**config.mk**
```make
export PLATFORM = sky130hd
export DESIGN_NAME = issue_scoreboard
export DESIGN_NICKNAME = d
export VERILOG_FILES = /design/src/rtl/issue_scoreboard.sv
export SDC_FILE = /design/constraint.sdc
export NUM_CORES = 1
export LEC_CHECK = 0
export BUFFER_PORTS_ARGS = -buffer_cell sky130_fd_sc_hd__buf_2
export CORE_MARGIN = 2
export CORE_UTILIZATION = 28
export DETAILED_ROUTE_END_ITERATION = 7
export SYNTH_ARGS = -nofsm -noshare
export SYNTH_HDL_FRONTEND = slang
export SYNTH_SLANG_ARGS = --single-unit
export TNS_END_PERCENT = 30
```
**constraint.sdc**
```tcl
create_clock -name clk -period 13.2 [get_ports clk]
set_input_delay 3.96 -clock clk [delete_from_list [all_inputs] [get_ports clk]]
set_output_delay 3.96 -clock clk [all_outputs]
set_load 0.005 [all_outputs]
```
**src/rtl/issue_scoreboard.sv**
```systemverilog
module issue_scoreboard #(
  parameter int NUM_REGS = 32,
  parameter int LAT_INT  = 1,
  parameter int LAT_ADD  = 1,
  parameter int LAT_MUL  = 3,
  parameter int LAT_DIV  = 4,
  localparam int RW = $clog2(NUM_REGS),
  localparam int NU = 4
) (
  input  logic             clk,
  input  logic             rst_n,
  input  logic             dec_valid,
  input  logic [1:0]       dec_unit,
  input  logic             dec_has_dst,
  input  logic [RW-1:0]    dec_dst,
  input  logic [RW-1:0]    dec_src_a,
  input  logic [RW-1:0]    dec_src_b,
  output logic             dec_stall,
  output logic             dec_issue,
  output logic [NU-1:0]    wb_valid,
  output logic [NU*RW-1:0] wb_dst
);
  localparam int MAXL01 = (LAT_INT > LAT_ADD) ? LAT_INT : LAT_ADD;
  localparam int MAXL23 = (LAT_MUL > LAT_DIV) ? LAT_MUL : LAT_DIV;
  localparam int MAXLAT = (MAXL01 > MAXL23) ? MAXL01 : MAXL23;
  localparam int CW = $clog2(MAXLAT + 1);

  logic [NUM_REGS-1:0]     pend;
  logic [NUM_REGS-1:0]     pend_clr, pend_set;
  logic [NU-1:0]           busy;
  logic [NU-1:0][RW-1:0]   udst;
  logic [NU-1:0][CW-1:0]   ucnt;

  wire raw_hit = pend[dec_src_a] | pend[dec_src_b];
  wire waw_hit = dec_has_dst & pend[dec_dst];

  assign dec_stall = dec_valid & (busy[dec_unit] | raw_hit | waw_hit);
  assign dec_issue = dec_valid & ~dec_stall;

  for (genvar u = 0; u < NU; u++) begin : g_unit
    localparam int L = (u == 0) ? LAT_INT : (u == 1) ? LAT_ADD : (u == 2) ? LAT_MUL : LAT_DIV;

    always_ff @(posedge clk) begin
      if (!rst_n) begin
        ucnt[u] <= '0;
        udst[u] <= '0;
      end else if (dec_issue && dec_unit == 2'(u)) begin
        ucnt[u] <= CW'(L);
        udst[u] <= dec_has_dst ? dec_dst : '0;
      end else if (ucnt[u] != '0) begin
        ucnt[u] <= ucnt[u] - 1'b1;
      end
    end

    assign busy[u]              = ucnt[u] != '0;
    assign wb_valid[u]          = ucnt[u] == CW'(1);
    assign wb_dst[u*RW +: RW]   = udst[u];
  end

  always_comb begin
    pend_clr = '0;
    pend_set = '0;
    for (int u = 0; u < NU; u++)
      if (wb_valid[u]) pend_clr[udst[u]] = 1'b1;
    if (dec_issue && dec_has_dst && dec_dst != '0)
      pend_set[dec_dst] = 1'b1;
  end

  always_ff @(posedge clk) begin
    if (!rst_n) pend <= '0;
    else        pend <= (pend & ~pend_clr) | pend_set;
  end
endmodule

```
==> load_flow_metrics.sql, run 1 <==
INSERT INTO impl_metrics (metric_group, metric, value, unit) VALUES
('synth', 'postSynth.asyncResetShare', '0', '%'),
('power', 'pwr-share-comb', '33.2', '%'),
('clock_tree', 'cts-resized-gates', '0', ''),
('cells_and_area', 'n_antenna_cell', '0', ''),
('detailed_routing', 'drt_wl_total', '17100', 'um'),
('detailed_routing', 'drc_violations_left', '0', ''),
('synth', 'syn-num-nets', '598', ''),
('die', 'die_area', '18000', 'sq um'),
('hold_path', 'min_path_type', 'reg2reg', ''),
('detailed_routing', 'detail_route.iter0.violations', '693', ''),
('clock_tree', 'cts_buffer_depth', '2', ''),
('global_routing', 'grt.overflow.total', '0', ''),
('global_routing', 'maximum_number_of_pins_on_one_net_before_global_route_repair', '72', ''),
('status', 'run_status', 'finished clean', ''),
('synth', 'synth.yosys.seq_area_share', '27.0', '%'),
('detailed_routing', 'drt.antenna.violating_nets', '0', ''),
('detailed_routing', 'vias', '4726', ''),
('synth', 'leading_post_synthesis_cells_by_cell_area', 'sky130_fd_sc_hd__dfxtp_1 (27%), sky130_fd_sc_hd__mux2i_1 (9.1%), sky130_fd_sc_hd__mux4_2 (7.1%), sky130_fd_sc_hd__nand2_1 (4.8%), sky130_fd_sc_hd__nor2_1 (3.7%)', ''),
('clock_tree', 'cts_made_buffers', '9', ''),
('synth', 'avgSynthCellArea', '8.41', 'sq um'),
('critical_path', 'crit_path_end_kind', 'primary output', ''),
('global_routing', 'track_usage', '19.1', '%'),
('hold_path', 'hp-start', 'ucnt[9]', ''),
('cells_and_area', 'layout.filler_cells', '1770', ''),
('place', 'place_hpwl', '12700', 'um'),
('critical_path', 'worst_setup_path_class', 'in2out', ''),
('die', 'initial_core_utilization', '28.7', '%'),
('cells_and_area', 'finish.net_count', '613', ''),
('critical_path', 'timing.rr.start', 'ucnt[9]', ''),
('die', 'die-width', '134', 'um'),
('critical_path', 'worst-endpoint-arrival', '6560', 'ps'),
('global_routing', 'grt_pass1_vias', '4321', ''),
('power', 'power.share.sequential', '33.3', '%'),
('sta', 'slew_viol_final', '0', ''),
('flow_run', 'max-cap-violations', '0', ''),
('clock_tree', 'cts-hold-fix-buffers', '0', ''),
('critical_path', 'worst_r2r_endpoint', 'wb_dst[15]', ''),
('place', 'gp_routability_congestion', '0.935', ''),
('clock_tree', 'postCtsSetupRepairBufs', '0', ''),
('sta', 'max_freq', '95.1', 'MHz'),
('sta', 'min_period_over_period', '79.7', '%'),
('detailed_routing', 'wl_per_cell', '21.2', 'um'),
('sta', 'totalNegativeSetupSlack', '0', 'ps'),
('global_routing', 'grt_pass1_wl', '26000', 'um'),
('detailed_routing', 'drt_first_pass_iters', '5', ''),
('power', 'p_per_area', '126', 'nW/um^2'),
('power', 'peakVddDrop', '0.0000549', 'V'),
('critical_path', 'critical_path.startpoint_type', 'primary input', ''),
('critical_path', 'crit_path_max_fanout', '32', ''),
('die', 'floorplan.die.height', '134', 'um'),
('die', 'num_io_pins', '47', ''),
('die', 'core.rowCount', '47', ''),
('die', 'placeable_area', '16600', 'sq um'),
('synth', 'synth_enable_flop_cells', '0', ''),
('cells_and_area', 'synthToLayoutAreaGrowth', '13.2', '%'),
('synth', 'synthesis.area', '4750', 'sq um'),
('power', 'intPower', '0.000433', 'W'),
('clock_tree', 'htree_num_levels', '3', ''),
('sta', 'worst_slew_margin_rel', '23.2', '%'),
('sta', 'worst_tran_pin_value', '1150', 'ps'),
('detailed_routing', 'avgViaCountPerCell', '5.88', ''),
('critical_path', 'setup.reg_to_reg.worst_slack', '10060', 'ps'),
('clock_tree', 'later_pin_clock_latency_in_the_skew_report', '340', 'ps'),
('power', 'power.switching', '0.000246', 'W'),
('clock_tree', 'count_of_clock_tree_sinks', '64', ''),
('sta', 'hold_viol_final', '0', ''),
('sta', 'setup-violations-final', '0', ''),
('synth', 'synth.distinct_cells', '51', ''),
('clock_tree', 'cts.root.buffer_cell', 'sky130_fd_sc_hd__clkbuf_16', ''),
('critical_path', 'worstRegToRegCells', '8', ''),
('sta', 'finalClockSkew', '10.5', 'ps');
through the flow:
| stage | util (%) | setup slack (ps) | cell area, sq um | power (W) | std cells |
|---|---|---|---|---|---|
| 2_1_floorplan | - | 3380 | 4750 | 0.000390 | 565 |
| 3_3_place_gp | 30.7 | 2730 | 5100 | 0.000450 | 789 |
| 3_5_place_dp | 30.7 | 2720 | 5100 | 0.000451 | 789 |
| 4_1_cts | 32.5 | 2710 | 5380 | 0.000681 | 804 |
| 5_1_grt | 32.5 | 2500 | 5380 | 0.000717 | 804 |
| 6_report | 32.5 | 2680 | 5380 | 0.000679 | 804 |
cell families after synthesis:
kind of cell	share of synthesized area (%)
simple gates	27.8
compound gates	19.3
flops	27.0
mux	17.3
buf+inv	4.90
fa+ha+maj	3.16
xor+xnor	0.553
power by group through the flow:
stage | Clock [W] | Sequential (W) | Combinational (W)
2_1_floorplan | 0 | 0.000224 | 0.000165
3_3_place_gp | 0 | 0.000229 | 0.000220
3_5_place_dp | 0 | 0.000230 | 0.000221
4_1_cts | 0.000231 | 0.000226 | 0.000223
5_1_grt | 0.000238 | 0.000228 | 0.000250
6_report | 0.000227 | 0.000226 | 0.000226
flip-flops by register name (all words and copies together) (netlist names):
register  cells
pend         32
wb_dst       20
ucnt         12
metal layers:
layer  vias to the layer above  GRT usage, %  part of all wire, %
li1                       2197             -                    -
met1                      2231          24.4                   42
met2                       247          30.0                   45
met3                        51          3.97                  7.8
met4                         0          10.6                  4.8
met5                         -             0                    0
layout by cell type (no fill, tap or decap), types with 7 or more instances in the layout:
master / synthesis / layout
sky130_fd_sc_hd__o2111ai_1: 12 / 12
sky130_fd_sc_hd__nand2_1: 61 / 61
sky130_fd_sc_hd__a21oi_1: 17 / 17
sky130_fd_sc_hd__ha_1: 12 / 12
sky130_fd_sc_hd__nand4_1: 24 / 24
sky130_fd_sc_hd__nand3b_1: 16 / 16
sky130_fd_sc_hd__o31ai_1: 21 / 21
sky130_fd_sc_hd__o21a_1: 7 / 7
sky130_fd_sc_hd__nor2_1: 47 / 47
sky130_fd_sc_hd__o41ai_1: 10 / 10
sky130_fd_sc_hd__clkbuf_16: 0 / 9
sky130_fd_sc_hd__nand3_1: 16 / 16
sky130_fd_sc_hd__o22ai_1: 19 / 19
sky130_fd_sc_hd__a221oi_1: 13 / 13
sky130_fd_sc_hd__inv_1: 16 / 16
sky130_fd_sc_hd__or3_1: 7 / 7
sky130_fd_sc_hd__mux4_2: 15 / 15
sky130_fd_sc_hd__nor3b_1: 11 / 11
sky130_fd_sc_hd__nor3_1: 8 / 8
sky130_fd_sc_hd__buf_2: 6 / 46
sky130_fd_sc_hd__mux2i_1: 43 / 43
sky130_fd_sc_hd__dfxtp_1: 64 / 64
sky130_fd_sc_hd__nand2b_1: 16 / 16
layout make-up:
class	count	area, sq um	area share [%]
Multi-Input combinational cell	441	3240	60.2
Sequential cell	64	1280	23.8
Tap cell	220	275	5.12
Clock buffer	13	270	5.02
Timing Repair Buffer	47	238	4.42
Inverter	17	63.8	1.19
Clock inverter	2	13.8	0.256
cell usage after synthesis, types with 8 or more instances:
cell type                   count
sky130_fd_sc_hd__nor3_1         8
sky130_fd_sc_hd__o31ai_1       21
sky130_fd_sc_hd__nand3b_1      16
sky130_fd_sc_hd__mux4_2        15
sky130_fd_sc_hd__nand3_1       16
sky130_fd_sc_hd__nor3b_1       11
sky130_fd_sc_hd__nand2_1       61
sky130_fd_sc_hd__clkbuf_1      35
sky130_fd_sc_hd__a21oi_1       17
sky130_fd_sc_hd__nand2b_1      16
sky130_fd_sc_hd__ha_1          12
sky130_fd_sc_hd__a221oi_1      13
sky130_fd_sc_hd__o2111ai_1     12
sky130_fd_sc_hd__o22ai_1       19
sky130_fd_sc_hd__nand4_1       24
sky130_fd_sc_hd__dfxtp_1       64
sky130_fd_sc_hd__inv_1         16
sky130_fd_sc_hd__nor2_1        47
sky130_fd_sc_hd__mux2i_1       43
sky130_fd_sc_hd__o41ai_1       10
worst max-delay path, cell delays in order:
cell	delay, ps
sky130_fd_sc_hd__buf_2	230
sky130_fd_sc_hd__mux4_2	540
sky130_fd_sc_hd__mux4_2	520
sky130_fd_sc_hd__mux2i_4	270
sky130_fd_sc_hd__nand3_2	550
sky130_fd_sc_hd__nor2_1	320
sky130_fd_sc_hd__buf_2	160
worst max-delay path by stage:
stage                       from        end  slack, ps  cells past startpoint
floorplan           dec_src_a[1]  dec_issue       3380                      7
global placement    dec_src_a[1]  dec_issue       2730                      7
detailed placement  dec_src_a[1]  dec_issue       2720                      7
CTS                 dec_src_a[1]  dec_issue       2710                      7
global route        dec_src_a[1]  dec_issue       2500                      7
finish              dec_src_a[1]  dec_issue       2680                      7
(Power assumes the default switching activity.)
==> run 2, diff against run 1 <==
==> constraint.sdc (replaced) <==
create_clock -name clk -period 9.1 [get_ports clk]
set_input_delay 2.73 -clock clk [delete_from_list [all_inputs] [get_ports clk]]
set_output_delay 2.73 -clock clk [all_outputs]
set_load 0.005 [all_outputs]
==> load_flow_metrics.sql, run 2 (synthesized netlist as in run 1, its figures left out) <==
INSERT INTO impl_metrics (metric_group, metric, value, unit) VALUES
('place', 'place_worst_setup_slack', '1440', 'ps'),
('cells_and_area', 'n_antenna_cell', '0', ''),
('cells_and_area', 'synthToLayoutAreaGrowth', '13.2', '%'),
('global_routing', 'grt.overflow.total', '0', ''),
('clock_tree', 'cts-resized-gates', '0', ''),
('power', 'swShare', '35.5', '%'),
('sta', 'hold_viol_final', '0', ''),
('detailed_routing', 'drt.antenna.violating_nets', '0', ''),
('place', 'gp_routability_congestion', '0.930', ''),
('critical_path', 'critPathRequiredTime', '6370', 'ps'),
('sta', 'period_needed', '7660', 'ps'),
('sta', 'rsz0062_at_grt', 'no', ''),
('global_routing', 'grt_pass1_wl', '25800', 'um'),
('die', 'placeable_area', '16600', 'sq um'),
('power', 'clock_power_share', '33.7', '%'),
('die', 'core.rowCount', '47', ''),
('power', 'power.share.sequential', '33.4', '%'),
('detailed_routing', 'detail_route.iter0.violations', '624', ''),
('critical_path', 'number_of_buffer_and_inverter_instances_along_the_worst_setup_path', '3', ''),
('status', 'run_status', 'finished clean', ''),
('sta', 'worst_tran_pin_value', '1060', 'ps'),
('critical_path', 'worst-path-stages', '8', ''),
('critical_path', 'crit_path_max_fanout', '32', ''),
('global_routing', 'grt_pass1_vias', '4295', ''),
('sta', 'finalClockSkew', '6.12', 'ps'),
('global_routing', 'track_usage', '18.8', '%'),
('die', 'floorplan.die.height', '134', 'um'),
('clock_tree', 'htree_num_levels', '3', ''),
('critical_path', 'worstRegToRegCells', '8', ''),
('detailed_routing', 'wl_per_cell', '20.8', 'um'),
('sta', 'layout_setup_ws', '1440', 'ps'),
('clock_tree', 'later_pin_clock_latency_in_the_skew_report', '340', 'ps'),
('detailed_routing', 'avgViaCountPerCell', '5.82', ''),
('clock_tree', 'cts_tree', 'done', ''),
('critical_path', 'worst_path_largest_cell_delay', '540', 'ps'),
('clock_tree', 'postCtsSetupRepairBufs', '0', ''),
('flow_run', 'max-cap-violations', '0', ''),
('critical_path', 'critical_path.startpoint_type', 'primary input', ''),
('hold_path', 'whs_path_depth', '2', ''),
('sta', 'min_period_over_period', '84.2', '%'),
('power', 'cellLeakagePower', '1.84', 'nW'),
('power', 'report.power.total', '0.000981', 'W'),
('detailed_routing', 'drt_wl_total', '16700', 'um'),
('clock_tree', 'cts_made_buffers', '9', ''),
('die', 'num_io_pins', '47', ''),
('place', 'place_hpwl', '12500', 'um'),
('critical_path', 'worstPathCellList', 'buf_2 -> mux4_2 -> mux4_2 -> mux2i_4 -> nand3_2 -> buf_4 -> nor2_1 -> buf_2', ''),
('global_routing', 'grt_antenna_before_repair', '0', ''),
('cells_and_area', 'fin_area', '5380', 'sq um'),
('cells_and_area', 'most_common_cell_after_layout_fill_and_taps_aside', 'sky130_fd_sc_hd__dfxtp_1', ''),
('detailed_routing', 'vias', '4683', ''),
('power', 'pwr-share-comb', '32.9', '%'),
('power', 'power.switching', '0.000348', 'W'),
('place', 'placed_cell_area', '5100', 'sq um'),
('hold_path', 'min_path_type', 'reg2reg', ''),
('cells_and_area', 'largest_register', 'pend', ''),
('power', 'intPower', '0.000633', 'W'),
('clock_tree', 'cts.clk_slew.worst_paths', '50', 'ps'),
('sta', 'slew_viol_final', '0', ''),
('cells_and_area', 'most_frequent_cells_in_the_layout', 'sky130_fd_sc_hd__dfxtp_1 (64), sky130_fd_sc_hd__nand2_1 (61), sky130_fd_sc_hd__nor2_1 (47), sky130_fd_sc_hd__buf_2 (46), sky130_fd_sc_hd__mux2i_1 (43)', ''),
('sta', 'max_freq', '130', 'MHz'),
('sta', 'setup-violations-final', '0', ''),
('critical_path', 'worst_setup_path_class', 'in2out', ''),
('cells_and_area', 'finish.net_count', '614', ''),
('die', 'die-width', '134', 'um'),
('clock_tree', 'cts-hold-fix-buffers', '0', ''),
('clock_tree', 'cts.root.buffer_cell', 'sky130_fd_sc_hd__clkbuf_16', ''),
('detailed_routing', 'drt_first_pass_iters', '5', ''),
('critical_path', 'critical-path-slowest-cell', 'sky130_fd_sc_hd__mux4_2', ''),
('power', 'peakVddDrop', '0.0000796', 'V'),
('sta', 'worst_slew_margin_rel', '29.2', '%'),
('place', 'portBuffers', '46', ''),
('die', 'initial_core_utilization', '28.7', '%'),
('cells_and_area', 'layout.filler_cells', '1777', ''),
('cells_and_area', 'drive_gt1_share', '15.9', '%'),
('die', 'die_area', '18000', 'sq um'),
('critical_path', 'crit_path_end_kind', 'primary output', ''),
('sta', 'totalNegativeSetupSlack', '0', 'ps'),
('clock_tree', 'count_of_clock_tree_sinks', '64', ''),
('detailed_routing', 'drc_violations_left', '0', ''),
('critical_path', 'worst-endpoint-arrival', '4930', 'ps'),
('global_routing', 'maximum_number_of_pins_on_one_net_before_global_route_repair', '72', ''),
('clock_tree', 'cts_buffer_depth', '2', ''),
('power', 'p_per_area', '182', 'nW/um^2'),
('critical_path', 'path_delay_family', 'multiplexers', ''),
('cells_and_area', 'largest_register_ff_count', '32', '');
-- run 2: final cells by class --
| cell class | count | area [sq um] | share of cell area (%) |
|---|---|---|---|
| inverter | 17 | 63.8 | 1.19 |
| tap | 220 | 275 | 5.12 |
| clock buffer | 10 | 229 | 4.25 |
| sequential | 64 | 1280 | 23.8 |
| timing repair buffer | 48 | 245 | 4.56 |
| multi-input combinational | 441 | 3240 | 60.2 |
| clock inverter | 4 | 47.5 | 0.884 |
-- run 2: worst reg2reg max path: stages (launching register included) --
cell and delay, ps:
sky130_fd_sc_hd__dfxtp_1 330, sky130_fd_sc_hd__inv_1 80, sky130_fd_sc_hd__ha_1 170, sky130_fd_sc_hd__nand2b_1 190
sky130_fd_sc_hd__mux4_2 570, sky130_fd_sc_hd__a41oi_1 230, sky130_fd_sc_hd__nand4_1 470, sky130_fd_sc_hd__nor3_4 660
sky130_fd_sc_hd__mux2i_1 240
-- run 2: power by group through the flow --
| stage | sequential (W) | combinational (W) | clock, W |
|---|---|---|---|
| floorplan | 0.000325 | 0.000240 | 0 |
| global placement | 0.000333 | 0.000323 | 0 |
| detailed placement | 0.000333 | 0.000322 | 0 |
| CTS | 0.000327 | 0.000324 | 0.000336 |
| global route | 0.000332 | 0.000357 | 0.000350 |
| finish | 0.000327 | 0.000323 | 0.000331 |
-- run 2: final timing paths --
check / from / slack (ps) / to
min reg2reg: ucnt[9] / 530 / ucnt[9]
max reg2reg: ucnt[9] / 6080 / wb_dst[15]
max: dec_src_a[1] / 1440 / dec_issue
min: ucnt[9] / 530 / ucnt[9]
-- run 2: stage by stage --
stage | utilization [%] | hold WS, ps | instances
3_5_place_dp | 30.8 | 523 | 790
5_1_grt | 32.5 | 569 | 804
3_3_place_gp | 30.8 | 518 | 790
4_1_cts | 32.5 | 535 | 804
6_report | 32.5 | 532 | 804
2_1_floorplan | - | 465 | 565
-- run 2: metal layers --
layer | vias up | GRT usage (%) | wire [um]
met5 | - | 0 | 0
li1 | 2195 | - | -
met1 | 2202 | 25.0 | 7290
met2 | 241 | 30.0 | 7660
met3 | 45 | 3.93 | 1190
met4 | 0 | 7.25 | 580
==> run 3, diff against run 2 <==
==> constraint.sdc (replaced) <==
create_clock -name clk -period 6.9 [get_ports clk]
set_input_delay 2.07 -clock clk [delete_from_list [all_inputs] [get_ports clk]]
set_output_delay 2.07 -clock clk [all_outputs]
set_load 0.005 [all_outputs]
==> load_flow_metrics.sql, run 3 (synthesized netlist as in run 1, its figures left out) <==
INSERT INTO impl_metrics (metric_group, metric, value, unit) VALUES
('status', 'run_status', 'finished clean', ''),
('cells_and_area', 'most_frequent_cells_in_the_layout', 'sky130_fd_sc_hd__dfxtp_1 (64), sky130_fd_sc_hd__nand2_1 (61), sky130_fd_sc_hd__nor2_1 (47), sky130_fd_sc_hd__buf_2 (46), sky130_fd_sc_hd__mux2i_1 (43)', ''),
('die', 'core.rowCount', '47', ''),
('power', 'power.switching', '0.000471', 'W'),
('clock_tree', 'cts_tree', 'done', ''),
('sta', 'totalNegativeSetupSlack', '0', 'ps'),
('power', 'p_per_area', '244', 'nW/um^2'),
('cells_and_area', 'layout.filler_cells', '1766', ''),
('die', 'placeable_area', '16600', 'sq um'),
('sta', 'slew_viol_final', '0', ''),
('detailed_routing', 'drc_violations_left', '0', ''),
('cells_and_area', 'drive_gt1_share', '16.2', '%'),
('clock_tree', 'cts.clk_slew.worst_paths', '60', 'ps'),
('sta', 'min_period_over_period', '88.3', '%'),
('power', 'swShare', '35.6', '%'),
('critical_path', 'path_delay_family', 'multiplexers', ''),
('critical_path', 'crit_path_end_kind', 'primary output', ''),
('critical_path', 'worst_setup_path_class', 'in2out', ''),
('detailed_routing', 'drt_wl_total', '16900', 'um'),
('cells_and_area', 'finish.net_count', '614', ''),
('clock_tree', 'cts-hold-fix-buffers', '0', ''),
('global_routing', 'grt.met3_usage', '5.22', '%'),
('clock_tree', 'cts-resized-gates', '0', ''),
('global_routing', 'grt_util_met1', '25.3', '%'),
('die', 'floorplan.die.height', '134', 'um'),
('critical_path', 'critPathRequiredTime', '4830', 'ps'),
('sta', 'finalClockSkew', '8.44', 'ps'),
('global_routing', 'maximum_number_of_pins_on_one_net_before_global_route_repair', '46', ''),
('sta', 'rsz0062_at_grt', 'no', ''),
('clock_tree', 'later_pin_clock_latency_in_the_skew_report', '340', 'ps'),
('sta', 'setup-violations-final', '0', ''),
('critical_path', 'number_of_buffer_and_inverter_instances_along_the_worst_setup_path', '2', ''),
('die', 'die-width', '134', 'um'),
('critical_path', 'critical_path.startpoint_type', 'primary input', ''),
('sta', 'max_freq', '164', 'MHz'),
('place', 'portBuffers', '46', ''),
('global_routing', 'groute.layer.met2.usage', '28.9', '%'),
('sta', 'worst_slew_margin_rel', '28.7', '%'),
('place', 'gp_routability_congestion', '0.972', ''),
('cells_and_area', 'largest_register_ff_count', '32', ''),
('power', 'peakVddDrop', '0.000104', 'V'),
('global_routing', 'grt_antenna_before_repair', '0', ''),
('critical_path', 'crit_path_max_fanout', '8', ''),
('detailed_routing', 'detail_route.iter0.violations', '649', ''),
('detailed_routing', 'vias', '4695', ''),
('die', 'initial_core_utilization', '28.7', '%'),
('power', 'intPower', '0.000850', 'W'),
('clock_tree', 'cts.root.buffer_cell', 'sky130_fd_sc_hd__clkbuf_16', ''),
('sta', 'hold_viol_final', '0', ''),
('cells_and_area', 'largest_register', 'pend', ''),
('detailed_routing', 'avgViaCountPerCell', '5.83', ''),
('cells_and_area', 'synthToLayoutAreaGrowth', '13.7', '%'),
('detailed_routing', 'drt.antenna.violating_nets', '0', ''),
('detailed_routing', 'wl_per_cell', '20.9', 'um'),
('global_routing', 'grt_pass1_wl', '26300', 'um'),
('clock_tree', 'cts_made_buffers', '9', ''),
('critical_path', 'worst-endpoint-arrival', '4020', 'ps'),
('cells_and_area', 'n_antenna_cell', '0', ''),
('place', 'place_hpwl', '12500', 'um'),
('hold_path', 'min_path_type', 'reg2reg', ''),
('die', 'num_io_pins', '47', ''),
('sta', 'worst_tran_pin_value', '1070', 'ps'),
('global_routing', 'track_usage', '19.1', '%'),
('power', 'cellLeakagePower', '1.85', 'nW'),
('sta', 'period_needed', '6090', 'ps'),
('flow_run', 'max-cap-violations', '0', ''),
('clock_tree', 'cts_buffer_depth', '2', ''),
('global_routing', 'grt.overflow.total', '0', ''),
('power', 'power.share.sequential', '32.8', '%'),
('global_routing', 'grt_pass1_vias', '4481', ''),
('power', 'pwr-share-comb', '32.5', '%'),
('power', 'report.power.total', '0.00132', 'W'),
('power', 'clock_power_share', '34.8', '%'),
('critical_path', 'worst_path_largest_cell_delay', '540', 'ps'),
('cells_and_area', 'most_common_cell_after_layout_fill_and_taps_aside', 'sky130_fd_sc_hd__dfxtp_1', ''),
('die', 'die_area', '18000', 'sq um'),
('critical_path', 'worstPathCellList', 'buf_2 -> mux4_2 -> mux4_2 -> mux2i_4 -> nand3_2 -> nor2_1 -> buf_2', ''),
('critical_path', 'critical-path-slowest-cell', 'sky130_fd_sc_hd__mux4_2', ''),
('clock_tree', 'htree_num_levels', '3', ''),
('clock_tree', 'postCtsSetupRepairBufs', '0', ''),
('clock_tree', 'count_of_clock_tree_sinks', '64', ''),
('global_routing', 'gr_peak_layer', 'met2', ''),
('detailed_routing', 'drt_first_pass_iters', '6', '');
## run 3: changes by cell type in the layout (fill, tap and decap cells not counted)
cell	before	now
sky130_fd_sc_hd__clkinv_4	0	1
sky130_fd_sc_hd__clkbuf_8	0	1
## run 3: cell type report
cell class | count | area, sq um | area share [%]
inverters | 17 | 63.8 | 1.18
well taps | 220 | 275 | 5.09
clock inverters | 5 | 56.3 | 1.04
multi-input cells | 441 | 3240 | 59.9
clock buffers | 11 | 243 | 4.49
repair buffers | 48 | 245 | 4.54
flip-flops and latches | 64 | 1280 | 23.7
## run 3: metrics by stage
| stage | hold slack [ps] | instance area, sq um | cells | utilization, % | worst slack, ps |
|---|---|---|---|---|---|
| final | 538 | 5400 | 806 | 32.6 | 806 |
| after global placement | 516 | 5100 | 790 | 30.8 | 812 |
| after detailed placement | 517 | 5100 | 790 | 30.8 | 771 |
| after CTS | 541 | 5400 | 806 | 32.6 | 767 |
| after global routing | 565 | 5400 | 806 | 32.6 | 683 |
| after floorplan | 465 | 4750 | 565 | - | 859 |
## run 3: path summary, 6_finish.rpt
check,from,to,slack [ps],cells past startpoint
setup / recovery,dec_src_a[1],dec_issue,810,7
hold / removal,ucnt[9],ucnt[9],540,2
setup reg to reg,ucnt[9],wb_dst[16],3830,8
hold reg to reg,ucnt[9],ucnt[9],540,2
## run 3: per-layer routing
metal,wire length [um],vias to the layer above
met5,0,-
met4,726,0
met3,1550,55
met2,7280,253
met1,7330,2184
li1,-,2203
## run 3: worst register-to-register path: stages (launching register included)
cell	delay, ps
sky130_fd_sc_hd__dfxtp_1	330
sky130_fd_sc_hd__inv_1	90
sky130_fd_sc_hd__ha_1	170
sky130_fd_sc_hd__nand2b_1	170
sky130_fd_sc_hd__mux4_2	580
sky130_fd_sc_hd__a41oi_1	230
sky130_fd_sc_hd__nand4_1	480
sky130_fd_sc_hd__nor3_4	690
sky130_fd_sc_hd__mux2i_1	250
## run 3: power groups by stage
stage | clock network, W | registers, W | logic [W]
after CTS | 0.000464 | 0.000432 | 0.000428
final | 0.000459 | 0.000433 | 0.000429
after global routing | 0.000483 | 0.000438 | 0.000478
after floorplan | 0 | 0.000429 | 0.000316
after detailed placement | 0 | 0.000440 | 0.000425
after global placement | 0 | 0.000439 | 0.000423
